===== src/rtl/sadc_pkg.sv =====
package sadc_pkg;

    typedef enum logic [1:0] {
        PWR_ACTIVE = 2'b00,
        PWR_NAP    = 2'b01,
        PWR_SLEEP  = 2'b10
    } pwr_e;

endpackage


===== src/rtl/sadc_edge_sync.sv =====
// Multi-stage synchronizer followed by a rising-edge detector.
module sadc_edge_sync #(
    parameter int STAGES = 2
) (
    input  logic clk,
    input  logic rst_n,
    input  logic d_i,
    output logic rise_o
);

    typedef struct packed {
        logic [STAGES-1:0] chain;
        logic              prev;
    } sync_st_t;

    sync_st_t st_d, st_q;

    always_comb begin
        st_d       = st_q;
        st_d.chain = {st_q.chain[STAGES-2:0], d_i};
        st_d.prev  = st_q.chain[STAGES-1];
    end

    always_ff @(posedge clk or negedge rst_n) begin
        if (!rst_n) begin
            st_q <= '0;
        end else begin
            st_q <= st_d;
        end
    end

    assign rise_o = st_q.chain[STAGES-1] & ~st_q.prev;

endmodule


===== src/rtl/sadc_frame.sv =====
// Frame tracker: counts serial-clock edges after a start strobe, shifts the
// latched word out MSB first and controls the pad enable.
module sadc_frame #(
    parameter int DATA_W      = 14,
    parameter int LEAD_EDGES  = 2,
    parameter int FRAME_EDGES = 16
) (
    input  logic              clk,
    input  logic              rst_n,
    input  logic              conv_rise_i,
    input  logic              sck_rise_i,
    input  logic [DATA_W-1:0] sample_i,
    output logic              sdo_o,
    output logic              sdo_oe_o,
    output logic              frame_active_o,
    output logic              frame_start_o
);

    localparam int CNT_W = $clog2(FRAME_EDGES + 2);
    localparam logic [CNT_W-1:0] CNT_SAT   = CNT_W'(FRAME_EDGES + 1);
    localparam logic [CNT_W-1:0] CNT_END   = CNT_W'(FRAME_EDGES);
    localparam logic [CNT_W-1:0] FIRST_BIT = CNT_W'(LEAD_EDGES + 1);
    localparam logic [CNT_W-1:0] LAST_BIT  = CNT_W'(LEAD_EDGES + DATA_W);

    typedef struct packed {
        logic              active;
        logic [CNT_W-1:0]  cnt;
        logic [DATA_W-1:0] shreg;
        logic              oe;
    } frame_st_t;

    frame_st_t        st_d, st_q;
    logic [CNT_W-1:0] cnt_n;
    logic             start;

    always_comb begin
        st_d  = st_q;
        cnt_n = st_q.cnt;
        start = conv_rise_i & ~st_q.active;
        if (start) begin
            st_d.active = 1'b1;
            st_d.cnt    = '0;
            st_d.shreg  = sample_i;
            st_d.oe     = 1'b0;
        end else if (sck_rise_i) begin
            if (st_q.cnt != CNT_SAT) begin
                cnt_n = st_q.cnt + 1'b1;
            end
            st_d.cnt = cnt_n;
            if (st_q.active && (cnt_n == CNT_END)) begin
                st_d.active = 1'b0;
            end
            st_d.oe = (cnt_n >= FIRST_BIT) && (cnt_n <= LAST_BIT);
            if ((cnt_n > FIRST_BIT) && (cnt_n <= LAST_BIT)) begin
                st_d.shreg = {st_q.shreg[DATA_W-2:0], 1'b0};
            end
        end
    end

    always_ff @(posedge clk or negedge rst_n) begin
        if (!rst_n) begin
            st_q        <= '0;
            st_q.cnt    <= CNT_SAT;
        end else begin
            st_q <= st_d;
        end
    end

    assign frame_start_o  = start;
    assign frame_active_o = st_q.active;
    assign sdo_oe_o       = st_q.oe;
    assign sdo_o          = st_q.oe & st_q.shreg[DATA_W-1];

endmodule


===== src/rtl/sadc_power.sv =====
// Power-state decoder: counts strobe edges with no serial-clock edge between.
module sadc_power
    import sadc_pkg::*;
#(
    parameter int NAP_EDGES   = 2,
    parameter int SLEEP_EDGES = 4
) (
    input  logic       clk,
    input  logic       rst_n,
    input  logic       conv_rise_i,
    input  logic       sck_rise_i,
    output logic [1:0] power_state_o
);

    localparam int RUN_W = $clog2(SLEEP_EDGES + 1);
    localparam logic [RUN_W-1:0] RUN_NAP   = RUN_W'(NAP_EDGES);
    localparam logic [RUN_W-1:0] RUN_SLEEP = RUN_W'(SLEEP_EDGES);

    typedef struct packed {
        logic [RUN_W-1:0] run;
        pwr_e             state;
    } pwr_st_t;

    pwr_st_t          st_d, st_q;
    logic [RUN_W-1:0] run_n;

    always_comb begin
        st_d  = st_q;
        run_n = st_q.run;
        if (sck_rise_i) begin
            run_n = '0;
        end
        if (conv_rise_i && (run_n != RUN_SLEEP)) begin
            run_n = run_n + 1'b1;
        end
        st_d.run = run_n;
        if (run_n >= RUN_SLEEP) begin
            st_d.state = PWR_SLEEP;
        end else if (run_n >= RUN_NAP) begin
            st_d.state = PWR_NAP;
        end else begin
            st_d.state = PWR_ACTIVE;
        end
    end

    always_ff @(posedge clk or negedge rst_n) begin
        if (!rst_n) begin
            st_q.run   <= '0;
            st_q.state <= PWR_ACTIVE;
        end else begin
            st_q <= st_d;
        end
    end

    assign power_state_o = st_q.state;

endmodule


===== src/rtl/sadc_link.sv =====
module sadc_link #(
    parameter int DATA_W      = 14,
    parameter int LEAD_EDGES  = 2,
    parameter int FRAME_EDGES = 16,
    parameter int NAP_EDGES   = 2,
    parameter int SLEEP_EDGES = 4,
    parameter int SYNC_STAGES = 2
) (
    input  logic              clk,
    input  logic              rst_n,
    input  logic              conv_i,
    input  logic              sck_i,
    input  logic [DATA_W-1:0] sample_i,
    output logic              sdo_o,
    output logic              sdo_oe_o,
    output logic [1:0]        power_state_o,
    output logic              frame_active_o
);

    localparam int N_PINS = 2;

    logic [N_PINS-1:0] pin_raw;
    logic [N_PINS-1:0] pin_rise;
    logic              conv_rise;
    logic              sck_rise;
    logic              frame_start;

    assign pin_raw   = {sck_i, conv_i};
    assign conv_rise = pin_rise[0];
    assign sck_rise  = pin_rise[1];

    for (genvar g = 0; g < N_PINS; g++) begin : g_pin
        sadc_edge_sync #(
            .STAGES (SYNC_STAGES)
        ) i_sync (
            .clk    (clk),
            .rst_n  (rst_n),
            .d_i    (pin_raw[g]),
            .rise_o (pin_rise[g])
        );
    end

    sadc_frame #(
        .DATA_W      (DATA_W),
        .LEAD_EDGES  (LEAD_EDGES),
        .FRAME_EDGES (FRAME_EDGES)
    ) i_frame (
        .clk            (clk),
        .rst_n          (rst_n),
        .conv_rise_i    (conv_rise),
        .sck_rise_i     (sck_rise),
        .sample_i       (sample_i),
        .sdo_o          (sdo_o),
        .sdo_oe_o       (sdo_oe_o),
        .frame_active_o (frame_active_o),
        .frame_start_o  (frame_start)
    );

    sadc_power #(
        .NAP_EDGES   (NAP_EDGES),
        .SLEEP_EDGES (SLEEP_EDGES)
    ) i_power (
        .clk           (clk),
        .rst_n         (rst_n),
        .conv_rise_i   (conv_rise),
        .sck_rise_i    (sck_rise),
        .power_state_o (power_state_o)
    );

endmodule


===== config.mk =====
export PLATFORM = sky130hd
export DESIGN_NAME = sadc_link
export DESIGN_NICKNAME = d
export VERILOG_FILES = /design/src/rtl/sadc_pkg.sv /design/src/rtl/sadc_edge_sync.sv /design/src/rtl/sadc_frame.sv /design/src/rtl/sadc_power.sv /design/src/rtl/sadc_link.sv
export SDC_FILE = /design/constraint.sdc
export NUM_CORES = 1
export LEC_CHECK = 0
export CORE_MARGIN = 8
export CORE_UTILIZATION = 30
export CTS_CLUSTER_SIZE = 24
export DETAILED_ROUTE_END_ITERATION = 8
export DONT_BUFFER_PORTS = 1
export GPL_TIMING_DRIVEN = 0
export PLACE_DENSITY = 0.53
export SLEW_MARGIN = 15
export SYNTH_ARGS = -nofsm -noshare
export SYNTH_HDL_FRONTEND = slang
export SYNTH_SLANG_ARGS = --single-unit
export TNS_END_PERCENT = 50

===== constraint.sdc =====
create_clock -name clk -period 2.6 [get_ports clk]
set_input_delay 0.39 -clock clk [delete_from_list [all_inputs] [get_ports clk]]
set_output_delay 0.39 -clock clk [all_outputs]
set_load 0.02 [all_outputs]

== Word level (Yosys, flattened, before mapping) ==
Index checks and enable logic that the tools add are counted.

* Add/subtract/negate cells: 2
* Order comparisons: 5
* Equality and inequality tests: 3
* Multiplexer cells: 11
* Bitwise logic cells: 7
* Reductions and logical operators: 9

{| class="wikitable"
|+ Operator list
! operator !! count
|-
| 21-bit 2-to-1 mux || 2
|-
| 5-bit 2-to-1 mux || 3
|-
| 14-bit 2-to-1 mux || 1
|-
| 3-bit 2-to-1 mux || 2
|-
| 2-bit nonzero test || 3
|-
| 5-bit by 1-bit adder with 5-bit output, second input constant || 1
|-
| 5-bit equality test, second input constant || 1
|-
| 5-bit by 2-bit greater-or-equal comparator with 1-bit output, second input constant || 1
|-
| 5-bit by 2-bit > comparator with 1-bit output, second input constant || 1
|-
| 5-bit less-or-equal comparator, second input constant || 1
|-
| 5-bit inequality test, second input constant || 1
|-
| 1-bit AND || 4
|-
| 1-bit logical AND || 4
|-
| 2-bit AND reduction || 2
|-
| 3-bit by 1-bit adder with 3-bit output, second input constant || 1
|-
| 3-bit by 2-bit greater-or-equal comparator with 1-bit output, second input constant || 1
|-
| 3-bit greater-or-equal comparator, second input constant || 1
|-
| 3-bit inequality test, second input constant || 1
|-
| 1-bit NOT || 3
|-
| 1-bit 2-to-1 mux || 2
|-
| 2-bit 2-to-1 mux || 1
|}

* Register bits: 32
* Input port bits: 18
* Word-level logic and storage cells: 47

== Depth between registers and ports, before layout ==
* Depth after elaboration: 9
* Depth in mapped cells: 9

== Hierarchy ==
From an unflattened synthesis, not the netlist that was laid out.

* Cell total of the unflattened synthesis: 168
* Area total of the unflattened synthesis: 1616.6 um2

{| class="wikitable"
|+ Modules (own cells, without submodules)
! module !! instances !! cells each !! area an instance (um2)
|-
| sadc_frame || 1 || 136 || 1186.1
|-
| sadc_power || 1 || 24 || 252.7
|-
| sadc_edge_sync || 2 || 4 || 88.8
|}

== Worst setup path after synthesis ==
OpenSTA, ideal clock, no wires.

* Kind: register to register
* Start point: register i_frame.st_q[15] in the netlist's numbering
* End point: register i_frame.st_q[12] in the netlist's numbering
* Library setup time: 126 ps
* Arrival: 2037 ps
* Setup slack: 437 ps
* Cell stages (with the launch flop): 10
* Buffers on the path: 2
* Period minus slack after synthesis: 2163 ps
* Path through: dfstp_2 buf_2 inv_1 ha_1 or3_1 mux2i_1 a22oi_2 buf_4 o21ai_0 a21oi_1

* Word-level cells in the longest chain between the ends: 8
* Elaborated cells on any way between the ends: 10
* Those cells by class: 1 x add/sub; 2 x order compare; 1 x eq/ne; 3 x mux; 3 x reduce/logical

{| class="wikitable"
|+ RTL lines
! what !! RTL line !! RTL
|-
| start, declared || sadc_frame.sv:32 || <nowiki>frame_st_t st_d, st_q;</nowiki>
|-
| start signal, assigned || sadc_frame.sv:65 || <nowiki>st_q <= st_d;</nowiki>
|-
| 5-bit by 1-bit adder with 5-bit output / 5-bit inequality test (equally long branches) || sadc_frame.sv:47, sadc_frame.sv:46 ||
|-
| 5-bit 2-to-1 mux * || sadc_frame.sv:46 || <nowiki>if (st_q.cnt != CNT_SAT) begin</nowiki>
|-
| 5-bit 2-to-1 mux * || sadc_frame.sv:45 || <nowiki>end else if (sck_rise_i) begin</nowiki>
|-
| 5-bit 2-to-1 mux * || sadc_frame.sv:40 || <nowiki>if (start) begin</nowiki>
|-
| 5-bit by 2-bit > comparator with 1-bit output / 5-bit less-or-equal comparator (equally long branches) || sadc_frame.sv:54 || <nowiki>if ((cnt_n > FIRST_BIT) && (cnt_n <= LAST_BIT)) begin</nowiki>
|-
| 1-bit logical AND * || sadc_frame.sv:54 ||
|-
| 2-bit nonzero test (no line) * || n/a ||
|-
| 2-bit AND reduction (no line) * || n/a ||
|}

Every way passes the cells marked *; elsewhere a longest branch is shown, timed or not. The select of a mux whose other input is x is not followed.
A chain may end at the register's enable or synchronous reset.

== Worst setup path in the final report ==
* Start point: register i_frame.st_q[15] in the netlist's numbering
* End point: register i_frame.st_q[13] in the netlist's numbering

Same word-level chain as after synthesis.

==> impl_metrics.tcl <==
set metrics [dict create \
    outcome "complete, no violations" \
    die-area_sq_um 8270 \
    fp.coreArea_sq_um 5470 \
    detailed_place_hpwl_um 2670 \
    fin_crit_sh_pct 92.7 \
    ys.warnings.count 0 \
    post_cts_buffers 0 \
    hold_violations 0 \
    cts.sinks 32 \
    ys_ff_latch 32 \
    start_util_pct 30.8 \
    port_buffers 0 \
    place_congestion 0.765 \
    worstPathRequired_ps 2760 \
    final_util_pct 35.0 \
    drtIter0Drc 130 \
    tightestPinTransition_ps 518 \
    synth_area_leaders "dfrtp_1 45%, a31oi_1 5.2%, a21oi_1 5.0%, o21ai_0 5.0%, ha_1 4.5%" \
    die_h_um 91.0 \
    finalSetupViolCount 0 \
    endpoint "i_frame.st_q[13]$_DFFE_PN0P_" \
    synth_cell_type_count 41 \
    seq_area_sq_um 803 \
    rr_worst_depth 9 \
    reg2reg_to "i_frame.st_q[13]$_DFFE_PN0P_" \
    fin_tns_setup_ps 0 \
    drv_cap 0 \
    slew_headroom_pct 65.0 \
    clk_path_buf_depth 2 \
    clock_latency_ps 280 \
    power_density_nw_per_um2 1110 \
    ys_async_sr_fraction_pct 100 \
    drc 0 \
    io_pins 23 \
    diodes 0 \
    syn_area_sq_um 1690 \
    syn_nets 200 \
    gr-total-overflow 0 \
    cts_tree "done" \
    track_usage_pct 9.55 \
    antenna_found_initial 0 \
    max_freq_mhz 415 \
    worstPathMaxFanout 10 \
    grt_max_degree 33 \
    grt_pass1_wl_um 6450 \
    cts_buffers 5 \
    root_buffer "clkbuf_8" \
    die_w_um 91.0 \
    vias_per_cell 5.10 \
    critical-path-slowest-cell "dfstp_2" \
    layout_common_cells "30 x dfrtp_1, 18 x nor2_1, 17 x o21ai_0, 17 x a21oi_1, 14 x a31oi_1" \
    synth_edf_count 0 \
    end_kind "register" \
    maxSlewViolCount 0 \
    rr_startpoint "i_frame.st_q[15]$_DFFE_PN1P_" \
    grt_pass1_vias 1322 \
    netlist.area_leader.share_pct 44.5 \
    clk_pin_slew_ps 60 \
    yosysSeqAreaShare_pct 47.7 \
    postSynthAreaPerCell_sq_um 9.58 \
    cp_cell_sequence "buf_2, inv_1, ha_1, or3_1, mux2i_1, a22oi_2, buf_4, o21ai_0, a21oi_1" \
    syn-instance-count 176 \
    routed-via-count 1317 \
    wire_per_inst_um 14.4 \
    min_path_type "in2reg" \
    routed_wl_um 3710 \
    rsz0062_at_grt "no" \
    cpPeakStageDelay_ps 560 \
    cellLeakagePower_nw 0.794 \
    drive_above_1_share_pct 16.7 \
    cts.htree.levels 2 \
    synthFlopType "dfrtp_1" \
    fillCellCount 579 \
    ant_nets 0 \
    area_growth_pct 13.5 \
    layout.nets 209 \
    fp-row-count 27 \
    multiInputGateArea_sq_um 773 \
    critPathLaunch "i_frame.st_q[15]$_DFFE_PN1P_" \
    fin_crit_ps 2410 \
    arrival_ps 2570 \
    finClkSkew_ps 8.44 \
    critPathKind "reg2reg" \
    dr.pass1.iters 4 \
    ir_worst_vdd_v 0.000406 \
    startpoint_type "register" \
    rrSetupSlack_ps 190 \
    mostFrequentLayoutCell "dfrtp_1" \
    yosys.area.top_type "dfrtp_1" \
]
sequential cells by signal, indices dropped and copies added (netlist names):
signal and flops:
i_frame.sdo_oe_o 1, g_pin.i_sync.st_d 4, g_pin.i_sync.st_q 2, i_power.st_q 3, i_power.power_state_o 2, i_frame.frame_active_o 1, i_frame.st_q 19
metrics by stage:
stage	setup slack, ps	cells	power [mW]	hold WS [ps]	instance area [sq um]
after floorplan	437	176	1.46	94.4	1690
after global placement	239	248	1.64	95.3	1780
after detailed placement	209	248	1.65	95.2	1780
after CTS	192	258	2.14	124	1910
after global routing	11.4	258	2.31	112	1910
final	190	258	2.12	136	1910
power by group:
part / internal, mW / leakage (nW) / switching (mW)
sequential: 0.679 / 0.392 / 0.114
clock: 0.284 / 0.0552 / 0.178
combinational: 0.358 / 0.347 / 0.504
total: 1.32 / 0.794 / 0.797
worst min path at each step:
stage	start	end	slack [ps]	cells after the start
4_1_cts	sck_i	g_pin[1].i_sync.st_d[2]$_DFF_PN0_	120	0
6_report	conv_i	g_pin[0].i_sync.st_d[2]$_DFF_PN0_	140	0
3_3_place_gp	rst_n	i_frame.st_q[2]$_DFFE_PN0P_	100	0
2_1_floorplan	rst_n	g_pin[0].i_sync.st_d[0]$_DFF_PN0_	90	0
3_5_place_dp	rst_n	i_frame.st_q[2]$_DFFE_PN0P_	100	0
5_1_grt	sck_i	g_pin[1].i_sync.st_d[2]$_DFF_PN0_	110	0
logic make-up (layout without fill, tap and decap cells):
family	after synthesis	count (layout)	share of synthesized area [%]
DFF	32	32	47.7
and+or+nand+nor	48	48	14.3
buffers and inverters	19	29	6.46
muxes	2	2	1.26
xor gates and xnor gates	6	6	3.12
AOI/OAI and AO/OA	63	63	22.7
adders and majority gates	6	6	4.45
layer usage:
metal | wire, um | part of all wire, % | up-vias | GRT usage (%)
met1 | 1780 | 48 | 625 | 11.7
met3 | 156 | 4.2 | 9 | 2.63
met4 | 96 | 2.6 | 0 | 4.91
met2 | 1680 | 45 | 28 | 15.0
li1 | - | - | 655 | -
met5 | 0 | 0 | - | 0
area by class of cell:
class | count | area share [%]
plain buffers | 15 | 4.91
clock buffers | 6 | 3.79
clock inverters | 2 | 1.83
inverters | 4 | 0.785
multi-input cells | 125 | 40.4
flip-flops and latches | 32 | 42.0
well taps | 72 | 4.71
repair buffers | 2 | 1.57
critical path: cells and delay by family (launching register included):
family | cells | cell delay, ps
multiplexers | 1 | 240
AND/OR/NAND/NOR | 1 | 310
AO/OA/AOI/OAI | 3 | 400
adder cells (fa/ha/maj) | 1 | 310
flip-flops | 1 | 560
buffers and inverters | 3 | 470
timing repair:
item / in CTS / in global routing
hold buffers: 2 / 0
setup endpoints to repair: 0 / 0
resized for setup: 0 / 0
endpoints found under the hold margin: 32 / 0
Yosys cell counts (all sizes together), types with 4 or more instances:
cell type,instances
buf,12
a31oi,14
o21ai,19
nor2,18
a21oi,17
dfrtp,30
or3,4
nand2,11
xor2,4
ha,6
inv,4
Note: power is estimated with default switching activity, not from simulation.
